`config.mk`:
```
export PLATFORM = sky130hd
export DESIGN_NAME = ps2_rx_resend
export DESIGN_NICKNAME = d
export VERILOG_FILES = /design/src/rtl/ps2_rx_pkg.sv /design/src/rtl/ps2_rx_sync.sv /design/src/rtl/ps2_rx_timer.sv /design/src/rtl/ps2_rx_frame.sv /design/src/rtl/ps2_rx_resend.sv
export SDC_FILE = /design/constraint.sdc
export NUM_CORES = 1
export LEC_CHECK = 0
export ABC_CLOCK_PERIOD_IN_PS = 2400
export BUFFER_PORTS_ARGS = -buffer_cell sky130_fd_sc_hd__buf_4
export CORE_MARGIN = 8
export CORE_UTILIZATION = 38
export CTS_CLUSTER_DIAMETER = 150
export DETAILED_ROUTE_END_ITERATION = 7
export PLACE_DENSITY_LB_ADDON = 0.25
export SLEW_MARGIN = 5
export SYNTH_ARGS = -nofsm -noshare
export SYNTH_HDL_FRONTEND = slang
export SYNTH_SLANG_ARGS = --single-unit
```
`constraint.sdc`:
```
create_clock -name clk_i -period 2.4 [get_ports clk_i]
set_input_delay 0.48 -clock clk_i [delete_from_list [all_inputs] [get_ports clk_i]]
set_output_delay 0.48 -clock clk_i [all_outputs]
set_load 0.01 [all_outputs]
```
`src/rtl/ps2_rx_pkg.sv`:
```
package ps2_rx_pkg;
  localparam int unsigned DATA_BITS = 8;

  typedef enum logic [1:0] {
    PH_START  = 2'd0,
    PH_DATA   = 2'd1,
    PH_PARITY = 2'd2,
    PH_STOP   = 2'd3
  } phase_e;
endpackage

```
`src/rtl/ps2_rx_sync.sv`:
```
module ps2_rx_sync #(
  parameter int unsigned STAGES = 2
) (
  input  logic clk_i,
  input  logic rst_ni,
  input  logic ps2_clk_i,
  input  logic ps2_data_i,
  output logic fall_o,
  output logic data_o
);
  logic [STAGES-1:0] clk_sr, dat_sr;
  logic              clk_prev;

  // lines idle high, so reset to ones to avoid a false edge
  always_ff @(posedge clk_i or negedge rst_ni) begin
    if (!rst_ni) begin
      clk_sr   <= '1;
      dat_sr   <= '1;
      clk_prev <= 1'b1;
    end else begin
      clk_sr   <= {clk_sr[STAGES-2:0], ps2_clk_i};
      dat_sr   <= {dat_sr[STAGES-2:0], ps2_data_i};
      clk_prev <= clk_sr[STAGES-1];
    end
  end

  assign fall_o = clk_prev & ~clk_sr[STAGES-1];
  assign data_o = dat_sr[STAGES-1];

  assert_fall_single_R3: assert property (@(posedge clk_i) disable iff (!rst_ni)
    fall_o |=> !fall_o);
endmodule

```
`src/rtl/ps2_rx_timer.sv`:
```
module ps2_rx_timer #(
  parameter int unsigned TIMEOUT_CYC = 20000
) (
  input  logic clk_i,
  input  logic rst_ni,
  input  logic kick_i,
  output logic expire_o
);
  localparam int unsigned CW = $clog2(TIMEOUT_CYC + 1);
  localparam logic [CW-1:0] LOAD = CW'(TIMEOUT_CYC);

  logic [CW-1:0] cnt;

  always_ff @(posedge clk_i or negedge rst_ni) begin
    if (!rst_ni)               cnt <= '0;
    else if (kick_i)           cnt <= LOAD;
    else if (cnt != '0)        cnt <= cnt - 1'b1;
  end

  assign expire_o = (cnt == CW'(1));

  assert_reload_R7: assert property (@(posedge clk_i) disable iff (!rst_ni)
    kick_i |=> cnt == LOAD);
  assert_expire_drain_R7: assert property (@(posedge clk_i) disable iff (!rst_ni)
    (expire_o && !kick_i) |=> cnt == '0);
endmodule

```
`src/rtl/ps2_rx_frame.sv`:
```
module ps2_rx_frame
  import ps2_rx_pkg::*;
(
  input  logic                 clk_i,
  input  logic                 rst_ni,
  input  logic                 fall_i,
  input  logic                 bit_i,
  input  logic                 expire_i,
  input  logic                 tx_busy_i,
  output logic [DATA_BITS-1:0] data_o,
  output logic                 valid_o,
  output logic                 resend_o,
  output logic                 error_o
);
  localparam int unsigned CW = $clog2(DATA_BITS);
  localparam logic [CW-1:0] LAST = CW'(DATA_BITS - 1);

  phase_e               phase;
  logic [CW-1:0]        bit_cnt;
  logic [DATA_BITS-1:0] shreg;

  always_ff @(posedge clk_i or negedge rst_ni) begin
    if (!rst_ni) begin
      phase    <= PH_START;
      bit_cnt  <= '0;
      shreg    <= '0;
      data_o   <= '0;
      valid_o  <= 1'b0;
      resend_o <= 1'b0;
      error_o  <= 1'b0;
    end else begin
      valid_o  <= 1'b0;
      resend_o <= 1'b0;
      error_o  <= 1'b0;
      if (tx_busy_i) begin
        phase <= PH_START;
      end else if (fall_i) begin
        unique case (phase)
          PH_START: if (!bit_i) begin
            phase   <= PH_DATA;
            bit_cnt <= '0;
          end
          PH_DATA: begin
            shreg   <= {bit_i, shreg[DATA_BITS-1:1]};
            bit_cnt <= bit_cnt + 1'b1;
            if (bit_cnt == LAST) phase <= PH_PARITY;
          end
          PH_PARITY: begin
            // odd parity: expected bit is the complement of the data XOR
            if (bit_i == ~^shreg) phase <= PH_STOP;
            else begin
              resend_o <= 1'b1;
              phase    <= PH_START;
            end
          end
          PH_STOP: begin
            phase <= PH_START;
            if (bit_i) begin
              valid_o <= 1'b1;
              data_o  <= shreg;
            end else begin
              error_o <= 1'b1;
            end
          end
          default: phase <= PH_START;
        endcase
      end else if (expire_i && phase != PH_START) begin
        phase   <= PH_START;
        error_o <= 1'b1;
      end
    end
  end

  assert_start_hold_R2: assert property (@(posedge clk_i) disable iff (!rst_ni)
    (phase == PH_START && fall_i && bit_i) |=> (phase == PH_START && !valid_o && !error_o));
  assert_busy_quiet_R9: assert property (@(posedge clk_i) disable iff (!rst_ni)
    tx_busy_i |=> (phase == PH_START && !valid_o && !resend_o && !error_o));
  assert_valid_after_stop_R3: assert property (@(posedge clk_i) disable iff (!rst_ni)
    valid_o |-> $past(phase) == PH_STOP);
  assert_resend_after_parity_R5: assert property (@(posedge clk_i) disable iff (!rst_ni)
    resend_o |-> ($past(phase) == PH_PARITY && phase == PH_START));
endmodule

```
`src/rtl/ps2_rx_resend.sv`:
```
module ps2_rx_resend
  import ps2_rx_pkg::*;
#(
  parameter int unsigned CLK_HZ      = 200_000_000,
  parameter int unsigned TIMEOUT_US  = 100,
  parameter int unsigned TIMEOUT_CYC = (CLK_HZ / 1_000_000) * TIMEOUT_US,
  parameter int unsigned SYNC_STAGES = 2
) (
  input  logic       clk_i,
  input  logic       rst_ni,
  input  logic       ps2_clk_i,
  input  logic       ps2_data_i,
  input  logic       tx_busy_i,
  output logic [7:0] rx_data_o,
  output logic       rx_valid_o,
  output logic       resend_req_o,
  output logic       frame_error_o
);
  logic fall, sbit, expire;

  ps2_rx_sync #(.STAGES(SYNC_STAGES)) u_sync (
    .clk_i      (clk_i),
    .rst_ni     (rst_ni),
    .ps2_clk_i  (ps2_clk_i),
    .ps2_data_i (ps2_data_i),
    .fall_o     (fall),
    .data_o     (sbit)
  );

  ps2_rx_timer #(.TIMEOUT_CYC(TIMEOUT_CYC)) u_timer (
    .clk_i    (clk_i),
    .rst_ni   (rst_ni),
    .kick_i   (fall),
    .expire_o (expire)
  );

  ps2_rx_frame u_frame (
    .clk_i     (clk_i),
    .rst_ni    (rst_ni),
    .fall_i    (fall),
    .bit_i     (sbit),
    .expire_i  (expire),
    .tx_busy_i (tx_busy_i),
    .data_o    (rx_data_o),
    .valid_o   (rx_valid_o),
    .resend_o  (resend_req_o),
    .error_o   (frame_error_o)
  );

  assert_pulses_exclusive_R6: assert property (@(posedge clk_i) disable iff (!rst_ni)
    $onehot0({rx_valid_o, resend_req_o, frame_error_o}));
endmodule

```
==> metrics <==
Avg Inst Size Synth about 12 um^2; Initial Utilization 39.08%; outcome completed; commonest non-fill, non-tap cell in the layout dfrtp_1; worst skew pair latency 0.29 ns; DR DRC count 0; Die W 88.02 um; largest family of logic cells by synthesized area simple AND/OR/NAND/NOR gates; dpl ws 0.3385 ns; most frequent cells in the layout dfrtp_1 (39), buf_4 (17), nor2_1 (15), nand2_1 (15), mux2_2 (15); PD cells between 700 and 800 nW/um^2; placer congestion estimate 0.8022; M1 GR Usage 11.63%; final WL 3575 um; router iterations before antenna repair 4; WP data required 2.59 ns; WL/cell 13.65 um; Max Cap Viol 0; clk sinks 44; share of layout cells above drive strength 1 26.04%; total setup buffers inserted after CTS 0; fin. max-slew vios 0; Mapped Area 1971 um^2; CTS Buffer Depth 2; Post-Synth Simple-Gate Area 17.08%; Area after DPL 2178 um^2; Worst EP arrival 2.27 ns; met3 Track Usage GR 3.659%; unrepaired setup endpoints after global routing false; post-synthesis compound-gate area fraction 7.365%; # rows 26; Die Height 88.02 um; Root Driver clkbuf_8; FF/Latch Area 1107 um^2; Mapped Cells 169; CTS buffer count 5; Final setup viols 0; post-synthesis mux area share between 8 and 9%; Post-CTS Hold Fix Bufs 0; Iteration-0 DRC Markers 58; Adder-Cell Fraction of Synth Area 2.540%; Vias/cell 5.130; post-route ant nets 0; Congestion Overflow GR 0; via count 1344; multi-input logic area 837.1 um^2; largest net degree at the start of global routing 45; num ports 16; Post-Synth XOR/XNOR Area under 10%; Setup TNS 0 ns; layout net count 200; initial antenna violation count 0; peak supply drop 336.5 uV; period utilisation layout 86.71%; CTS tree done; Clock Skew 0.004595 ns; Tmin final between 2 and 2.5 ns; P&R area growth vs syn 15.49%; Fin. Hold Viols 0; post-route worst setup slack 0.3189 ns; Leak 1.016 nW; HP Class input port to asynchronous set/reset pin; Final Util 45.14%; die area 7747 um^2; grt peak-use layer met2; post-route cell area 2276 um^2; Slew Limit Headroom 63.48%; vias in the first global route between 1000 and 1500; synth warn 0; dpl hpwl 2510 um; core area about 5000 um^2; fmax between 400 and 500 MHz; I/O Buffers 15; Worst-path clk slew 0.08 ns; Crit Path Max Fanout 6; Post-CTS Resized 0; filler instances 456; Pwr Total roughly 1.7 mW; Synth Net Count 178; total track usage 10.17%; number of diodes 0; Synth cell types 37; met2 Use GR 16.83%; first-pass GRT wire length about 6100 um; synthesized flop and latch total 44; CP endpoint kind flop; Worst Setup Path Type flop to flop; CP Launch Type flop; Max H-tree Level 2; worst slew pin tran roughly 0.55 ns; register area share after synthesis 56.19%
-- cells in the mapped netlist (all sizes together) --
cell,n,area (um^2)
nand4,2,12.51
and2,1,6.260
xnor3,1,22.52
a22o,2,17.52
nor2,15,56.30
mux2,15,168.9
o31ai,1,7.510
ha,4,50.05
a211oi,2,15.01
nor4b,2,23.77
nand2b,2,12.51
nand2,15,56.30
o221ai,1,8.760
xor2,3,26.28
nor2b,3,18.77
nor3,6,40.04
nand4b,1,8.760
a311oi,1,8.760
o21ai,7,35.03
nand3b,1,7.510
a31oi,1,6.260
or4,4,37.53
nand3,5,25.02
nor4,1,6.260
or3,3,18.77
a22oi,1,7.510
xnor2,10,87.58
dfstp,5,131.4
clkbuf,2,7.510
or2,1,6.260
a2111oi,1,8.760
a21oi,6,30.03
dfrtp,39,975.9
inv,5,18.77
-- area by class of cell --
type | instances | area share, %
Clock buffer | 6 | 3.628
Clock inverter | 2 | 0.6597
Inverter | 5 | 0.8246
Multi-Input combinational cell | 118 | 36.78
Sequential cell | 44 | 48.65
Tap cell | 70 | 3.848
Timing Repair Buffer | 17 | 5.607
-- cells by family (layout without fill, tap and decap cells) --
kind of cell,after synthesis,count (layout)
buffers and inverters,7,30
multiplexers,15,15
AO/OA/AOI/OAI,23,23
adder cells (fa/ha/maj),4,4
flip-flops,44,44
XOR/XNOR,14,14
AND/OR/NAND/NOR,62,62
-- flip-flops by register name (all words and copies together) (netlist names) --
register / count
u_frame.resend_o: 1
u_frame.phase: 2
u_sync.clk_sr: 2
u_frame.data_o: 8
u_frame.shreg: 8
u_frame.error_o: 1
u_timer.cnt: 15
u_sync.clk_prev: 1
u_frame.bit_cnt: 3
u_frame.valid_o: 1
u_sync.dat_sr: 2
-- worst max-delay path: stages, from the launching register on --
cell     delay, ns
dfrtp_1       0.43
or4_4         0.57
or4_4         0.47
nor4b_2       0.30
xnor2_1       0.15
nor2_1        0.05
-- through the flow --
step	instances	hold WS (ns)
6_report	262	0.1629
5_1_grt	262	0.2008
4_1_cts	262	0.1851
3_5_place_dp	254	0.3497
3_3_place_gp	254	0.3463
2_1_floorplan	169	0.1844
-- layer usage --
layer | share of wire [%] | wire length [um] | vias up
li1 | - | - | 642
met1 | 44 | 1578 | 669
met2 | 49 | 1755 | 26
met3 | 5.1 | 184 | 7
met4 | 1.6 | 57 | 0
met5 | 0 | 0 | -
-- final timing paths --
check / startpoint / endpoint / slack [ns] / cells after the start
hold / removal: rst_ni / u_timer.cnt[3]$_DFFE_PN0P_ / 0.16 / 1
setup reg to reg: u_timer.cnt[5]$_DFFE_PN0P_ / u_timer.cnt[12]$_DFFE_PN0P_ / 0.32 / 5
max in group asynchronous: rst_ni / u_sync.clk_prev$_DFF_PN1_ / 1.85 / 1
hold reg to reg: u_sync.clk_sr[0]$_DFF_PN1_ / u_sync.clk_sr[1]$_DFF_PN1_ / 0.36 / 0
min in group clk_i: ps2_data_i / u_sync.dat_sr[0]$_DFF_PN1_ / 0.29 / 1
setup / recovery: u_timer.cnt[5]$_DFFE_PN0P_ / u_timer.cnt[12]$_DFFE_PN0P_ / 0.32 / 5
-- power breakdown --
part / switching (mW) / total (mW) / internal [mW]
clock network: 0.252 / 0.485 / 0.233
logic: 0.169 / 0.301 / 0.132
registers: 0.0953 / 0.923 / 0.828
total: 0.516 / 1.71 / 1.19
Note: power is estimated with default switching activity, not from simulation.
